[config.mk]
export PLATFORM = sky130hd
export DESIGN_NAME = mem_read_sequencer
export DESIGN_NICKNAME = d
export VERILOG_FILES = /design/src/rtl/ers_pkg.sv /design/src/rtl/ers_window.sv /design/src/rtl/ers_addr_fmt.sv /design/src/rtl/ers_cs_dec.sv /design/src/rtl/mem_read_sequencer.sv
export SDC_FILE = /design/constraint.sdc
export NUM_CORES = 1
export LEC_CHECK = 0
export ABC_AREA = 1
export CORE_MARGIN = 2
export CORE_UTILIZATION = 45
export CTS_CLUSTER_SIZE = 14
export DETAILED_ROUTE_END_ITERATION = 6
export DONT_BUFFER_PORTS = 1
export GPL_TIMING_DRIVEN = 0
export SETUP_SLACK_MARGIN = 0.4
export SYNTH_ARGS = -nofsm -noshare
export SYNTH_HDL_FRONTEND = slang
export SYNTH_HIERARCHICAL = 1
export SYNTH_SLANG_ARGS = --single-unit
[constraint.sdc]
create_clock -name clk -period 3.5 [get_ports clk]
set_input_delay 0.7 -clock clk [delete_from_list [all_inputs] [get_ports clk]]
set_output_delay 0.7 -clock clk [all_outputs]
set_load 0.05 [all_outputs]
[src/rtl/ers_pkg.sv]
package ers_pkg;
  localparam int EXT_W = 16;
  typedef logic [EXT_W-1:0] ext_t;

  function automatic ext_t at_least_one(input ext_t v);
    return (v == ext_t'(0)) ? ext_t'(1) : v;
  endfunction

  function automatic logic in_window(input ext_t k, input ext_t s, input ext_t p);
    return (k >= s) && (k < s + at_least_one(p));
  endfunction

  function automatic logic window_tail(input ext_t k, input ext_t s, input ext_t p);
    return k == (s + at_least_one(p) - ext_t'(1));
  endfunction
endpackage

[src/rtl/ers_window.sv]
module ers_window
  import ers_pkg::*;
(
  input  logic clk,
  input  logic rst_n,
  input  logic busy_i,
  input  logic last_i,
  input  ext_t cnt_i,
  input  ext_t setup_i,
  input  ext_t pulse_i,
  output logic active_o,
  output logic end_o
);
  assign active_o = busy_i && in_window(cnt_i, setup_i, pulse_i);
  assign end_o    = active_o && (window_tail(cnt_i, setup_i, pulse_i) || last_i);

  // an active strobe continues until its end cycle
  a_r2_hold_until_end: assert property (@(posedge clk) disable iff (!rst_n)
    (active_o && !end_o) |=> active_o);
  // the cycle after an end cycle is released
  a_r9_release_after_end: assert property (@(posedge clk) disable iff (!rst_n)
    end_o |=> !active_o);
endmodule

[src/rtl/ers_addr_fmt.sv]
module ers_addr_fmt #(
  parameter int AW = 24
) (
  input  logic          clk,
  input  logic          rst_n,
  input  logic          en_i,
  input  logic          wide_i,
  input  logic [AW-1:0] addr_i,
  output logic [AW-1:0] addr_o,
  output logic [1:0]    bsel_n_o
);
  always_comb begin
    addr_o   = '0;
    bsel_n_o = 2'b11;
    if (en_i) begin
      if (wide_i) begin
        addr_o   = {addr_i[AW-1:1], 1'b0};
        bsel_n_o = 2'b00;
      end else begin
        addr_o   = addr_i;
      end
    end
  end

  a_r6_wide_bit0_low: assert property (@(posedge clk) disable iff (!rst_n)
    (en_i && wide_i) |-> (addr_o[0] == 1'b0 && addr_o[AW-1:1] == addr_i[AW-1:1]));
  a_r5_narrow_lanes_off: assert property (@(posedge clk) disable iff (!rst_n)
    (en_i && !wide_i) |-> (bsel_n_o == 2'b11 && addr_o == addr_i));
endmodule

[src/rtl/ers_cs_dec.sv]
module ers_cs_dec #(
  parameter int NCS = 6,
  parameter int SW  = 3
) (
  input  logic           clk,
  input  logic           rst_n,
  input  logic           en_i,
  input  logic [SW-1:0]  idx_i,
  output logic [NCS-1:0] cs_n_o
);
  for (genvar i = 0; i < NCS; i++) begin : g_cs
    assign cs_n_o[i] = !(en_i && (idx_i == SW'(i)));
  end

  a_r3_one_select: assert property (@(posedge clk) disable iff (!rst_n)
    $onehot0(~cs_n_o));
  a_r3_idle_none: assert property (@(posedge clk) disable iff (!rst_n)
    !en_i |-> (&cs_n_o));
endmodule

[src/rtl/mem_read_sequencer.sv]
module mem_read_sequencer
  import ers_pkg::*;
#(
  parameter int AW  = 24,
  parameter int DW  = 16,
  parameter int NCS = 6,
  parameter int CW  = 6,
  localparam int SW = (NCS > 1) ? $clog2(NCS + 1) : 1,
  localparam int HW = DW / 2
) (
  input  logic           clk,
  input  logic           rst_n,
  input  logic [CW-1:0]  cfg_rd_setup,
  input  logic [CW-1:0]  cfg_rd_pulse,
  input  logic [CW-1:0]  cfg_cs_setup,
  input  logic [CW-1:0]  cfg_cs_pulse,
  input  logic [CW-1:0]  cfg_cycle_len,
  input  logic           req_valid,
  output logic           req_ready,
  input  logic [AW-1:0]  req_addr,
  input  logic [SW-1:0]  req_cs,
  input  logic           req_wide,
  output logic [AW-1:0]  mem_addr,
  output logic [1:0]     mem_bsel_n,
  output logic           mem_rd_n,
  output logic [NCS-1:0] mem_cs_n,
  input  logic [DW-1:0]  mem_data_in,
  output logic           rsp_valid,
  output logic [DW-1:0]  rsp_data
);
  logic          busy;
  logic [CW-1:0] cnt;
  logic [AW-1:0] addr_q;
  logic [SW-1:0] cs_q;
  logic          wide_q;
  logic          got_q;

  ext_t cnt_x, len_x;
  logic last, accept, sample;
  logic rd_active, rd_end, cs_active, cs_end;

  assign cnt_x     = ext_t'(cnt);
  assign len_x     = at_least_one(ext_t'(cfg_cycle_len));
  assign last      = busy && (cnt_x == len_x - ext_t'(1));
  assign req_ready = !busy;
  assign accept    = req_valid && !busy;
  assign sample    = busy && !got_q && (rd_end || last);

  ers_window i_rd_win (
    .clk(clk), .rst_n(rst_n), .busy_i(busy), .last_i(last), .cnt_i(cnt_x),
    .setup_i(ext_t'(cfg_rd_setup)), .pulse_i(ext_t'(cfg_rd_pulse)),
    .active_o(rd_active), .end_o(rd_end)
  );

  ers_window i_cs_win (
    .clk(clk), .rst_n(rst_n), .busy_i(busy), .last_i(last), .cnt_i(cnt_x),
    .setup_i(ext_t'(cfg_cs_setup)), .pulse_i(ext_t'(cfg_cs_pulse)),
    .active_o(cs_active), .end_o(cs_end)
  );

  ers_addr_fmt #(.AW(AW)) i_addr (
    .clk(clk), .rst_n(rst_n), .en_i(busy), .wide_i(wide_q), .addr_i(addr_q),
    .addr_o(mem_addr), .bsel_n_o(mem_bsel_n)
  );

  ers_cs_dec #(.NCS(NCS), .SW(SW)) i_csdec (
    .clk(clk), .rst_n(rst_n), .en_i(cs_active), .idx_i(cs_q), .cs_n_o(mem_cs_n)
  );

  assign mem_rd_n = !rd_active;

  always_ff @(posedge clk or negedge rst_n) begin
    if (!rst_n) begin
      busy      <= 1'b0;
      cnt       <= '0;
      addr_q    <= '0;
      cs_q      <= '0;
      wide_q    <= 1'b0;
      got_q     <= 1'b0;
      rsp_valid <= 1'b0;
      rsp_data  <= '0;
    end else begin
      rsp_valid <= sample;
      if (sample) begin
        got_q    <= 1'b1;
        rsp_data <= wide_q ? mem_data_in : {{(DW-HW){1'b0}}, mem_data_in[HW-1:0]};
      end
      if (accept) begin
        busy   <= 1'b1;
        cnt    <= '0;
        addr_q <= req_addr;
        cs_q   <= req_cs;
        wide_q <= req_wide;
        got_q  <= 1'b0;
      end else if (busy) begin
        cnt <= cnt + CW'(1);
        if (last) busy <= 1'b0;
      end
    end
  end

  a_r4_accept_blocks: assert property (@(posedge clk) disable iff (!rst_n)
    (req_valid && req_ready) |=> !req_ready);
  a_r9_cycle_end_idle: assert property (@(posedge clk) disable iff (!rst_n)
    last |=> (mem_rd_n && (&mem_cs_n) && req_ready));
  a_r7_single_pulse: assert property (@(posedge clk) disable iff (!rst_n)
    rsp_valid |=> !rsp_valid);
  a_r7_sample_on_rise: assert property (@(posedge clk) disable iff (!rst_n)
    (!mem_rd_n && !got_q) ##1 mem_rd_n |-> rsp_valid);
  a_r3_cs_release: assert property (@(posedge clk) disable iff (!rst_n)
    cs_end |=> (&mem_cs_n));
endmodule

=== Word-level counts from Yosys, hierarchy flattened ===
Index checks and enable logic that the tools add are counted.

* Logic and storage cells: 71
* Memory bits (read-only): 0
* Bits in latches: 0
* Output and inout port bits: 51
* Input bits: 77
* Memories: 0
* Memory bits (writable): 0
* Bits in registers: 53

* Div/mod/pow operators: 0
* Multiplexer cells: 15
* Add/subtract/negate cells: 5
* Equality and inequality tests: 7
* $mul: 0
* Bitwise operators: 0
* Shifts and indexed selects: 0
* Order comparisons: 4
* Reduce and logical (&&, ||, !) cells: 32

{| class="wikitable"
|+ Operators by type and width
! cell !! count
|-
| $add A6 B16 Y16 || 2
|-
| $eq A6 B16 Y1 || 2
|-
| $logic_not A16 Y1 || 2
|-
| $lt A6 B16 Y1 || 2
|-
| $mux W6 || 5
|-
| $mux W24 || 1
|-
| $mux W16 || 1
|-
| $sub A16 B1 Y16 const B || 1
|-
| $logic_and A1 B1 Y1 || 15
|-
| $ge A6 B6 Y1 || 2
|-
| $logic_not A1 Y1 || 9
|-
| $sub A6 B1 Y7 const B || 1
|-
| $add A6 B1 Y6 const B || 1
|-
| $eq A3 B2 Y1 const B || 2
|-
| $eq A3 B3 Y1 const B || 2
|-
| $logic_not A6 Y1 || 1
|-
| $mux W1 || 6
|-
| $mux W2 || 2
|-
| $reduce_bool A2 Y1 || 2
|-
| $eq A3 B1 Y1 const B || 1
|-
| $logic_not A3 Y1 || 1
|-
| $logic_or A1 B1 Y1 || 2
|}

=== Depth between registers and ports, before layout ===
Gate-level depths: netlist (run 1).

* Word-level depth: 11
* Mapped depth: 27
* Depth with buffers taken out: 26

=== By module ===
Netlist (run 1), hierarchy kept.

{| class="wikitable"
|+ Modules (own cells, without submodules)
! module !! area each (um^2) !! instances !! seq. area each (um^2) !! cells an instance
|-
| ers_window (i_rd_win) || 2,713.9 || 1 || 0.0 || 501
|-
| ers_window (i_cs_win) || 2,658.8 || 1 || 0.0 || 479
|-
| mem_read_sequencer || 2,423.6 || 1 || 1,326.3 || 310
|-
| ers_addr_fmt || 225.2 || 1 || 0.0 || 53
|-
| ers_cs_dec || 73.8 || 1 || 0.0 || 17
|}

=== Worst setup path after synthesis (run 1) ===
No wires, ideal clock.

* Kind: input to output
* From: input cfg_cs_pulse[0]
* To: output mem_cs_n[0]
* Required time: 2.800 ns
* Buffers on the path: 0
* Path slack: -0.492 ns
* Stages: 20
* Arrival time: 3.292 ns
* Cell sequence: nor4_1 > a41o_1 > ha_1 > fa_1 > nand2_1 > nand2_2 > nand3_2 > nand3_1 > nand2_2 > ha_1 > nand2_1 > inv_1 > nand4_1 > o211ai_1 > a31oi_1 > nand3_1 > inv_1 > inv_1 > nor2_4 > nand2_1

* Word-level cells in the longest chain between the ends: 8

{| class="wikitable"
|+ Ends and longest elaborated chain
! what !! RTL line !! text
|-
| start, declared || mem_read_sequencer.sv:16 || <nowiki>input logic [CW-1:0] cfg_cs_pulse,</nowiki>
|-
| $logic_not A16 Y1 || ers_pkg.sv:6 || <nowiki>return (v == ext_t'(0)) ? ext_t'(1) : v;</nowiki>
|-
| $mux W6 (*) || ers_pkg.sv:6 ||
|-
| $add A6 B16 Y16 (*) || ers_pkg.sv:10 || <nowiki>return (k >= s) && (k < s + at_least_one(p));</nowiki>
|-
| $lt A6 B16 Y1 (*) || ers_pkg.sv:10 ||
|-
| $logic_and A1 B1 Y1 (*) || ers_pkg.sv:10 ||
|-
| $logic_and A1 B1 Y1 (*) || ers_window.sv:14 || <nowiki>assign active_o = busy_i && in_window(cnt_i, setup_i, pulse_i);</nowiki>
|-
| named net cs_active || mem_read_sequencer.sv:40 || <nowiki>logic rd_active, rd_end, cs_active, cs_end;</nowiki>
|-
| $logic_and A1 B1 Y1 (*) || ers_cs_dec.sv:12 || <nowiki>assign cs_n_o[i] = !(en_i && (idx_i == SW'(i)));</nowiki>
|-
| $logic_not A1 Y1 (*) || ers_cs_dec.sv:12 ||
|-
| end, declared || mem_read_sequencer.sv:26 || <nowiki>output logic [NCS-1:0] mem_cs_n,</nowiki>
|}

Mark *: on every way through the listed nets, which the timed path passes. The rest lies on a longest branch.

=== Final worst setup path (run 1) ===
* From: input cfg_cs_pulse[0]
* To: output mem_cs_n[2]

Same word-level chain as after synthesis.

==> run summary, run 1 <==
A synthesized cell averages 6.09 um^2. The first global-routing pass estimated 29.3 mm of wire. The run gives 290 ps as the later-pin clock latency in the skew report. The highest cell delay on the worst timing path was 450 ps. The cell that appears most often on the critical path is sky130_fd_sc_hd__inv_2.

In this run the remaining antenna-violating nets after routing total 0. For the number of global-route vias before repair, the log shows 6,646. The worst setup path is launched from an input port.

After routing, the total negative slack on setup checks comes to -5070 ps. The count of final setup violators is 24, and the total inserted antenna cells is 0. The pin count of the biggest net entering global routing came out at 54. In the global route stage, met2 resource usage came out at 33.3%.

The via count of the routed design was 7,232; the total of max-cap violations was 0. The worst register-to-register path has a depth of 15. The tools report the max-slew violation total from the final report as 0.

The core box area is 15,900 um^2, and the DRC violation count after routing is 0. Setup repair after global routing could not meet its margin everywhere. The tools report the final hold violation count as 0. TritonCTS built the clock tree. In this run, the number of DRC markers left after iteration 0 of detailed routing was 287.

The category of cells accounting for the largest share of critical-path delay was simple AND/OR/NAND/NOR gates. Global routing consumed, over all layers together, 19.6% of the routing resources. The design draws 4.37 mW. After clock tree synthesis, the flow added hold-fix buffers numbering 0. The slowest stage of the critical path is the sky130_fd_sc_hd__fa_2 cell.

Root buffer selected by CTS: sky130_fd_sc_hd__clkbuf_16. The net count of the finished layout is 1,547. The buffer and inverter count on the worst path came out at 4. Detailed-route wire length per cell: 10.7 um. In this run the number of cells on the critical path is 18. The critical path goes through nor4_4 -> a41o_1 -> ha_4 -> fa_2 -> inv_2 -> ha_4 -> inv_2 -> nor2_1 -> o211ai_1 -> nand2_1 -> nand4_1 -> o211ai_1 -> a31oi_1 -> nand3_1 -> inv_1 -> inv_2 -> nor2_4 -> nand2_4. For the post-placement setup slack, the log shows -812 ps. The logs give 53 for the number of clock sinks seen by CTS and 12.6 ps for the largest clock skew in the final design.

In the routed layout, each cell is associated on average with a via count of 4.55. The tools report the worst relative slew slack as 38.2%. The worst hold path class was in -> async. The area growth from synthesis to layout is 20.5%. The ratio of total power to cell area came out at 495 nW/um^2. In the synthesized netlist, the number of instances is 1,203.

For this block, the routed nets add up to 16.9 mm of wire. Detailed placement ended at an HPWL of 13.8 mm. The number of antenna violations at the first check in global routing is 0, and the final cell area excluding filler cells is 8830 um^2. Once placement completed, the tool counted placed cells totaling 1,557. The analysis attributes to cell leakage a power of 5.20 nW.

At the worst endpoint, the arrival time is 3330 ps. For this run, the top clock speed supported by timing is 248 MHz. The cell area after synthesis was 7330 um^2. The maximum fanout encountered on the critical timing path works out to 4. The data required time of the worst path came out at 2800 ps. Dividing the final minimum period by the clock period gives 115%.

The height of the die came out at 132 um. The met1 usage in global routing is 26.7%, and the H-tree depth is 2. The number of I/O port buffers is 0, and the fraction of final layout cells sized beyond drive strength 1 is 14.1%. Global routing finished with a remaining overflow of 0.

The run gives 0.823 as the weighted congestion at the end of routability-driven global placement. For this run, the number of standard cells in the final layout without fillers is 1,588. The worst setup path is of the in -> out kind.

The die footprint came out at 17,300 um^2. STA classifies the critical path endpoint as an output pin. In this run, CTS created clock tree buffers numbering 5.

The run gives 7 as the length of the first detailed-routing pass in iterations. The run gives -534 ps as the final worst-path setup slack. The initial utilization of the core area, before any placement, comes to 46.2%.

The x dimension of the die was 132 um. In this run the cell area measured after placement is 8270 um^2. The shortest clock period the worst path allows after layout is 4030 ps.

During synthesis, Yosys emitted a total of 6 warnings. The peak-usage layer in the global routing report was met2. The checks that failed: setup timing. The clock passes through at most 2 buffers.

In the global route stage, met3 resource usage came out at 3.82%. IR analysis of the VDD net gives a maximum drop of 0.557 mV. Clock-pin slew was measured on the worst setup and hold paths at 70 ps. At the pin with the least slew margin, the transition time is 924 ps. During I/O placement, the number of pins put on the boundary was 128.

The flow ran to the end, but the final reports show violations. Row count: 46.
==> power by group <==
part	leakage [nW]	internal (mW)	switching [mW]
clock network	0.0842	0.339	0.226
registers	0.676	0.844	0.432
logic	4.44	0.785	1.75
total	5.20	1.97	2.40
==> metrics by stage <==
step                hold slack (ps)  utilization, %
floorplan                       404               -
global placement                406            52.0
detailed placement              406            52.0
CTS                            90.5            54.2
global route                   83.7            55.6
finish                         99.9            55.6
==> state kept, by name, summed over array words and instances, names as in the netlist <==
| register | flops |
|---|---|
| cnt | 6 |
| addr_q | 24 |
| rsp_data | 16 |
| got_q | 1 |
| rsp_valid | 1 |
| cs_q | 3 |
| wide_q | 1 |
| busy | 1 |
==> layer usage <==
layer | wire length [um] | vias to the layer above
met4 | 148 | 0
met5 | 0 | -
li1 | - | 3936
met2 | 7690 | 111
met1 | 8200 | 3175
met3 | 878 | 10
==> repair_timing <==
item | CTS | global route
gates cloned | 1 | 0
endpoints found under the setup margin | 25 | 25
gates resized for setup | 24 | 38
pin swaps | 6 | 25
setup buffers | 10 | 12
==> layout by cell type (no fill, tap or decap), drive strengths merged, types with 3 or more instances in the layout <==
| cell type | instances |
|---|---|
| nand2 | 480 |
| inv | 210 |
| conb | 139 |
| nand3 | 105 |
| ha | 97 |
| nor2 | 79 |
| a21oi | 56 |
| dfrtp | 53 |
| clkbuf | 40 |
| buf | 31 |
| o21ai | 15 |
| nand4 | 12 |
| xor2 | 9 |
| nor4 | 8 |
| nor3 | 7 |
| o211ai | 6 |
| nand3b | 3 |
| clkinv | 3 |
==> path summary, 6_finish.rpt <==
path / startpoint / endpoint / slack [ps]
setup / recovery: cfg_cs_pulse[0] / mem_cs_n[2] / -530
hold / removal: rst_n / addr_q[12]$_DFFE_PN0P_ / 100
setup reg to reg: cnt[1]$_DFFE_PN0P_ / rsp_data[11]$_DFFE_PN0P_ / 820
hold reg to reg: addr_q[8]$_DFFE_PN0P_ / addr_q[8]$_DFFE_PN0P_ / 480
max in group asynchronous: rst_n / busy$_DFF_PN0_ / 3290
min in group clk: addr_q[8]$_DFFE_PN0P_ / addr_q[8]$_DFFE_PN0P_ / 480
==> cell type report <==
class | count | area [um^2]
Buffer | 43 | 211
Clock buffer | 5 | 125
Clock inverter | 3 | 43.8
Fill cell | 1662 | 7050
Inverter | 211 | 797
Multi-Input combinational cell | 1034 | 5870
Sequential cell | 53 | 1330
Tap cell | 216 | 270
Timing Repair Buffer | 23 | 191
Power figures use the tool's default switching activity.
==> run 2, diff against run 1 <==
HOLD_SLACK_MARGIN = 0.1   (was unset)
==> run summary, run 2 (synthesis gave the netlist of run 1 again) <==
Worst hold path class: in -> async (unchanged). The height of the die was 132 um (unchanged); the worst hold slack was 247 ps (was 99.9 ps). The maximum fanout encountered on the critical timing path is 4 (unchanged). The period utilization works out to 116% (was 115%). The logs give 830 ps (was 820 ps) for the reg2reg setup slack and 7 (unchanged) for the length of the first detailed-routing pass in iterations.

For the internal power, the log shows 1.97 mW (about the same). Total of max-cap violations: 0 (unchanged). The run gives 0 (unchanged) as the total inserted antenna cells. The count of cells along the worst register-to-register path is 15 (unchanged), and the number of I/O port buffers is 0 (unchanged). The tools report the worst relative slew slack as 38.2% (about the same).

The flow ran to the end, but the final reports show violations. The logs give 128 (unchanged) for the count of boundary I/O pins and 2.41 mW (was 2.40 mW) for the switching power of the nets. The logs give 46.2% (unchanged) for the initial cell density of the core and 13.8 mm (unchanged) for the post-detailed-placement half-perimeter wirelength. The per-cell via count in the routed design works out to 4.56 (was 4.55). The ratio of total power to cell area is 494 nW/um^2 (was 495 nW/um^2).

The number of global-route vias before repair was 6,651 (was 6,646). Startpoint of the worst register-to-register path: cnt[1]$_DFFE_PN0P_ (unchanged). The tools report the maximum buffer depth of the clock tree as 2 (unchanged). Setup repair after global routing could not meet its margin everywhere. The static leakage was 5.22 nW (was 5.20 nW); the count of antenna-violating nets left after detailed routing was 0 (unchanged).

The row count was 46 (unchanged). The largest clock skew in the final design was 12.8 ps (was 12.6 ps). The x dimension of the die was 132 um (unchanged).

The logs give 247 MHz (was 248 MHz) for the highest achievable clock rate and 290 ps (about the same) for the later-pin clock latency in the skew report. Register with the most flip-flops: addr_q (unchanged). Type of the setup path with the least slack: in -> out (unchanged).

The sequential power share came out at 29.1% (was 29.2%). The run gives 5 (unchanged) as the number of buffers added by the clock tree synthesis step. Combinational power share: 58.1% (was 57.9%). The run gives 12.8% (was 12.9%) as the clock network fraction of total power.

The final cell area excluding filler cells was 8870 um^2 (was 8830 um^2); the via count of the routed design was 7,249 (was 7,232). The final-layout fill cell count was 1,659 (was 1,662). The area of combinational cells with multiple inputs is 5870 um^2 (unchanged), and the number of antenna violations at the first check in global routing is 0 (unchanged). The synthesis-to-layout area growth works out to 21.0% (was 20.5%). The shortest clock period the worst path allows after layout came out at 4040 ps (was 4030 ps). The logs give 0 (unchanged) for the sum of overflow across all layers after global routing and 1,549 (was 1,547) for the final layout net count.

The most frequent standard cell in the layout excluding fill and tap cells is sky130_fd_sc_hd__nand2_1 (unchanged). The fraction of final layout cells sized beyond drive strength 1 works out to 14.2% (was 14.1%). The area occupied by registers was 1330 um^2 (unchanged). The maximum vdd drop is 0.557 mV (about the same). The kind of end point of the critical path was an output pin (unchanged). Violations in the final reports: setup timing (unchanged). The run gives 45 (was 54) as the pin count of the biggest net entering global routing.

Largest registers in the final layout: addr_q: 24 flops, rsp_data: 16 flops, cnt: 6 flops (unchanged). The starting DRC count in detailed routing is 291 (was 287). The slew of the pin with the lowest slew margin is 924 ps (about the same), and the switching share of power is 55.0% (about the same).

The wire length reported by the detailed router is 17.0 mm (was 16.9 mm). The overall routing resource usage came out at 19.7% (was 19.6%). For the final worst-path setup slack, the log shows -544 ps (was -534 ps). For the max-slew violation total from the final report, the log shows 0 (unchanged).

For the instance area after placement, the log shows 8270 um^2 (unchanged). The data required time of the worst path is 2800 ps (about the same). Most used cells in the layout excluding fill and tap cells: sky130_fd_sc_hd__nand2_1, sky130_fd_sc_hd__inv_1, sky130_fd_sc_hd__conb_1 (unchanged). The arrival time at the worst endpoint is 3340 ps (was 3330 ps), and the number of clock sinks seen by CTS is 53 (unchanged).

The detailed-route wire length per cell was 10.7 um (about the same). TritonCTS built the clock tree. The H-tree depth was 2 (unchanged).

The run gives 0 (unchanged) as the final hold violation count. The flip-flop count of the largest register, all copies and words added is 24 (unchanged), and the die footprint is 17,300 um^2 (unchanged). The logs give 0 (unchanged) for the DRC violation count after routing and 15,900 um^2 (unchanged) for the core box area. The tools report the count of final setup violators as 25 (was 24). The kind of launch point of the worst setup path is an input port (unchanged). The logs give 0.823 (unchanged) for the weighted congestion at the end of routability-driven global placement and 29.3 mm (about the same) for the first-pass GRT wire length.

The CTS clock-pin slew for the worst setup and hold paths was 70 ps (about the same); the final core utilization was 55.9% (was 55.6%). The tools report the root buffer selected by CTS as sky130_fd_sc_hd__clkbuf_16 (unchanged). The tools report the worst flop-to-flop path endpoint as rsp_data[11]$_DFFE_PN0P_ (unchanged).
[run 2: cell type report]
type                    instances  area share, %
plain buffers                  43           2.38
clock buffers                   5           1.41
clock inverters                 3          0.494
inverters                     211           8.98
multi-input cells            1034           66.2
flip-flops and latches         53           14.9
well taps                     216           3.05
repair buffers                 25           2.58
[run 2: power by group through the flow]
stage | sequential, mW | clock (mW) | combinational [mW]
finish | 1.27 | 0.562 | 2.55
global route | 1.32 | 0.599 | 2.88
CTS | 1.27 | 0.573 | 2.40
detailed placement | 1.28 | 0 | 2.33
global placement | 1.27 | 0 | 2.31
floorplan | 1.18 | 0 | 2.10
[run 2: stage by stage]
step                      TNS, ps  instances  setup slack [ps]  power (mW)
after global placement     -13670       1557              -787        3.58
final                       -5170       1590              -544        4.38
after CTS                   -3600       1577              -576        4.24
after global routing       -10340       1590              -709        4.80
after detailed placement   -14060       1557              -812        3.61
after floorplan             -2120       1341              -269        3.29
[run 2: worst max-delay path by stage]
stage / startpoint / to / slack [ps]
after floorplan: cfg_cs_pulse[0] / mem_cs_n[0] / -270
after global placement: cfg_rd_pulse[4] / mem_rd_n / -790
after detailed placement: cfg_rd_pulse[4] / mem_rd_n / -810
after CTS: cfg_cs_pulse[4] / mem_cs_n[2] / -580
after global routing: cfg_cs_pulse[0] / mem_cs_n[0] / -710
final: cfg_cs_pulse[0] / mem_cs_n[2] / -540
[run 2: timing repair]
action,4_1_cts,5_1_grt
endpoints found under the setup margin,25,25
gates cloned,1,0
pin swaps,6,25
setup buffers,10,12
hold buffers,1,1
endpoints found under the hold margin,44,9
resized for setup,24,38
[run 2: metal layers]
layer | GRT usage (%) | up-vias | wire length, um
met5 | 0 | - | 0
met4 | 2.36 | 0 | 172
met3 | 3.82 | 12 | 850
met2 | 33.4 | 112 | 7690
met1 | 26.7 | 3183 | 8260
li1 | - | 3942 | -
[run 2: worst max-delay path, stage by stage]
cell                       delay [ps]
sky130_fd_sc_hd__nor4_4           240
sky130_fd_sc_hd__a41o_1           260
sky130_fd_sc_hd__ha_4             150
sky130_fd_sc_hd__fa_2             450
sky130_fd_sc_hd__inv_2             80
sky130_fd_sc_hd__ha_4             190
sky130_fd_sc_hd__inv_2             40
sky130_fd_sc_hd__nor2_1            30
sky130_fd_sc_hd__o211ai_1         160
sky130_fd_sc_hd__nand2_1           80
sky130_fd_sc_hd__nand4_1           70
sky130_fd_sc_hd__o211ai_1          90
sky130_fd_sc_hd__a31oi_1          170
sky130_fd_sc_hd__nand3_1           90
sky130_fd_sc_hd__inv_1             90
sky130_fd_sc_hd__inv_2             50
sky130_fd_sc_hd__nor2_4           240
sky130_fd_sc_hd__nand2_4          180
==> run 3, diff against run 2 <==
CORE_MARGIN = unset   (was 2)
REMOVE_ABC_BUFFERS = 1   (was unset)
==> run summary, run 3 (synthesis gave the netlist of run 1 again) <==
Largest registers in the final layout: addr_q: 24 flops, rsp_data: 16 flops, cnt: 6 flops (unchanged). The highest achievable clock rate came out at 241 MHz (was 247 MHz). Period utilization: 119% (was 116%). The shortest clock period the worst path allows after layout was 4150 ps (was 4040 ps); the first-pass GRT wire length was 28.0 mm (was 29.3 mm). For the initial cell density of the core, the log shows 46.2% (unchanged). The number of antenna violations at the first check in global routing is 0 (unchanged), and the maximum vdd drop is 0.647 mV (was 0.557 mV). The number of global-route vias before repair was 6,194 (was 6,651); the die footprint was 16,800 um^2 (was 17,300 um^2). The final sum of negative setup slack was -4070 ps (was -5170 ps).

The run finished, with violations left. The overall routing resource usage is 20.6% (was 19.7%). The category of cells accounting for the largest share of critical-path delay is simple AND/OR/NAND/NOR gates (unchanged). Root buffer selected by CTS: sky130_fd_sc_hd__clkbuf_16 (unchanged). The flip-flop count of the largest register, all copies and words added came out at 24 (unchanged). Setup repair after global routing could not meet its margin everywhere. The tools report the number of clock sinks seen by CTS as 53 (unchanged). The worst hold slack came out at 233 ps (was 247 ps). The slew of the pin with the lowest slew margin was 1040 ps (was 924 ps). The logs give 0 (unchanged) for the total of max-cap violations and 0 (unchanged) for the max-slew violation total from the final report.

For the final layout net count, the log shows 1,497 (was 1,549). The number of buffers added by the clock tree synthesis step is 5 (unchanged), and the synthesis-to-layout area growth is 14.9% (was 21.0%). The number of standard cells in the layout, taps in and fillers out is 1,538 (was 1,590). The tools report the kind of end point of the critical path as an output pin (unchanged). The row count was 46 (unchanged). The logs give 2 (unchanged) for the maximum buffer depth of the clock tree and 128 (unchanged) for the count of boundary I/O pins. The logs give 4 (was 7) for the length of the first detailed-routing pass in iterations and 13.1 mm (was 13.8 mm) for the post-detailed-placement half-perimeter wirelength. The core box area came out at 15,900 um^2 (unchanged). The tools report the weighted congestion at the end of routability-driven global placement as 0.838 (was 0.823).

The ratio of total power to cell area was 507 nW/um^2 (was 494 nW/um^2); the H-tree depth was 2 (unchanged). The count of final setup violators is 14 (was 25), and the detailed-route wire length per cell is 10.7 um (about the same). The final core utilization is 53.0% (was 55.9%), and the x dimension of the die is 130 um (was 132 um).

The total inserted antenna cells was 0 (unchanged). The pin count of the biggest net entering global routing was 54 (was 45). The most frequent standard cell in the layout excluding fill and tap cells is sky130_fd_sc_hd__nand2_1 (unchanged).

The fraction of final layout cells sized beyond drive strength 1 is 11.4% (was 14.2%). Most used cells in the layout excluding fill and tap cells: sky130_fd_sc_hd__nand2_1, sky130_fd_sc_hd__inv_1, sky130_fd_sc_hd__conb_1 (unchanged). Number of placed instances, taps included: 1,514 (was 1,557). The run gives 4.14 ps (was 12.8 ps) as the largest clock skew in the final design. Cells along the critical path: nor4_4 -> a41o_1 -> ha_4 -> fa_2 -> inv_2 -> ha_4 -> inv_2 -> nor2_1 -> o211ai_1 -> nand2_1 -> nand4_1 -> o211ai_1 -> a31oi_2 -> nand3_1 -> inv_2 -> inv_2 -> nor2_4 -> nand2_4 (was nor4_4 -> a41o_1 -> ha_4 -> fa_2 -> inv_2 -> ha_4 -> inv_2 -> nor2_1 -> o211ai_1 -> nand2_1 -> nand4_1 -> o211ai_1 -> a31oi_1 -> nand3_1 -> inv_1 -> inv_2 -> nor2_4 -> nand2_4).

The slowest cell on the critical path was sky130_fd_sc_hd__fa_2 (unchanged). The worst hold path class is in -> async (unchanged). The highest cell delay on the worst timing path is 450 ps (about the same). The final hold violation count came out at 0 (unchanged). For the final worst-path setup slack, the log shows -651 ps (was -544 ps). The wire length reported by the detailed router came out at 16.5 mm (was 17.0 mm). The type of the setup path with the least slack was in -> out (unchanged). Starting DRC count in detailed routing: 198 (was 291). TritonCTS built the clock tree.

The register with the most flip-flops was addr_q (unchanged). The tools report the data required time of the worst path as 2800 ps (about the same). The height of the die was 130 um (was 132 um). The per-cell via count in the routed design is 4.56 (about the same), and the sum of overflow across all layers after global routing is 0 (unchanged). The tools report the kind of launch point of the worst setup path as an input port (unchanged).

Arrival time at the worst endpoint: 3450 ps (was 3340 ps). For the via count of the routed design, the log shows 7,011 (was 7,249). Violations in the final reports: setup timing (unchanged). The static leakage came out at 5.07 nW (was 5.22 nW).

The number of I/O port buffers is 0 (unchanged). For the later-pin clock latency in the skew report, the log shows 300 ps (was 290 ps). The DRC violation count after routing was 0 (unchanged). The count of antenna-violating nets left after detailed routing came out at 0 (unchanged). The tools report the post-placement setup slack as -968 ps (was -812 ps).

The buffer and inverter count on the worst path was 4 (unchanged); the maximum fanout encountered on the critical timing path was 4 (unchanged). The CTS clock-pin slew for the worst setup and hold paths works out to 70 ps (about the same). The most used cell along the critical path was sky130_fd_sc_hd__inv_2 (unchanged). Worst relative slew slack: 30.9% (was 38.2%).
==> run 3: cell types whose count changed in the layout (fill, tap and decap cells not counted), moves of 4 or more <==
cell	change
sky130_fd_sc_hd__buf_6	-8
sky130_fd_sc_hd__nand3_1	+4
sky130_fd_sc_hd__nand2_2	-16
sky130_fd_sc_hd__buf_4	-11
sky130_fd_sc_hd__clkbuf_1	-35
sky130_fd_sc_hd__nand2_1	+19
==> run 3: area by class of cell <==
class / instances / area (um^2)
clock buffer: 5 / 125
multi-input combinational: 1037 / 5730
timing repair inverter: 1 / 7.51
tap: 216 / 270
fill: 1763 / 7460
clock inverter: 3 / 46.3
sequential: 53 / 1330
inverter: 211 / 796
timing repair buffer: 12 / 121
==> run 3: through the flow <==
stage	power [mW]	instance area (um^2)
floorplan	3.20	7640
CTS	4.19	8350
finish	4.27	8420
global route	4.68	8420
global placement	3.47	7910
detailed placement	3.50	7910
==> run 3: routing by layer <==
layer / routed length [um] / vias to the layer above / global-route usage (%)
met1: 7590 / 3035 / 25.5
met4: 153 / 0 / 4.58
li1: - / 3843 / -
met3: 934 / 13 / 4.42
met5: 0 / - / 0
met2: 7820 / 120 / 36.4
==> run 3: where the power goes <==
part	leakage [nW]	internal, mW	switching [mW]	total, mW
Clock	0.0800	0.339	0.236	0.574
Combinational	4.31	0.708	1.70	2.40
Sequential	0.675	0.845	0.448	1.29
==> run 3: worst paths after layout <==
path                                   startpoint                       end  slack [ps]  depth (start not counted)
max in group asynchronous                   rst_n            busy$_DFF_PN0_        2990                          1
min                                         rst_n  rsp_data[14]$_DFFE_PN0P_         230                          1
min in group clk           addr_q[21]$_DFFE_PN0P_    addr_q[21]$_DFFE_PN0P_         480                          2
min reg2reg                addr_q[21]$_DFFE_PN0P_    addr_q[21]$_DFFE_PN0P_         480                          2
max reg2reg                        busy$_DFF_PN0_  rsp_data[10]$_DFFE_PN0P_         820                          5
max                               cfg_cs_pulse[5]               mem_cs_n[2]        -650                         18
==> run 3: what timing repair did <==
item,4_1_cts,5_1_grt
buffers inserted,8,3
gates cloned,4,0
endpoints found under the hold margin,53,0
setup endpoints to repair,57,40
pin swaps,10,14
gates resized for setup,40,10
hold buffers,1,0
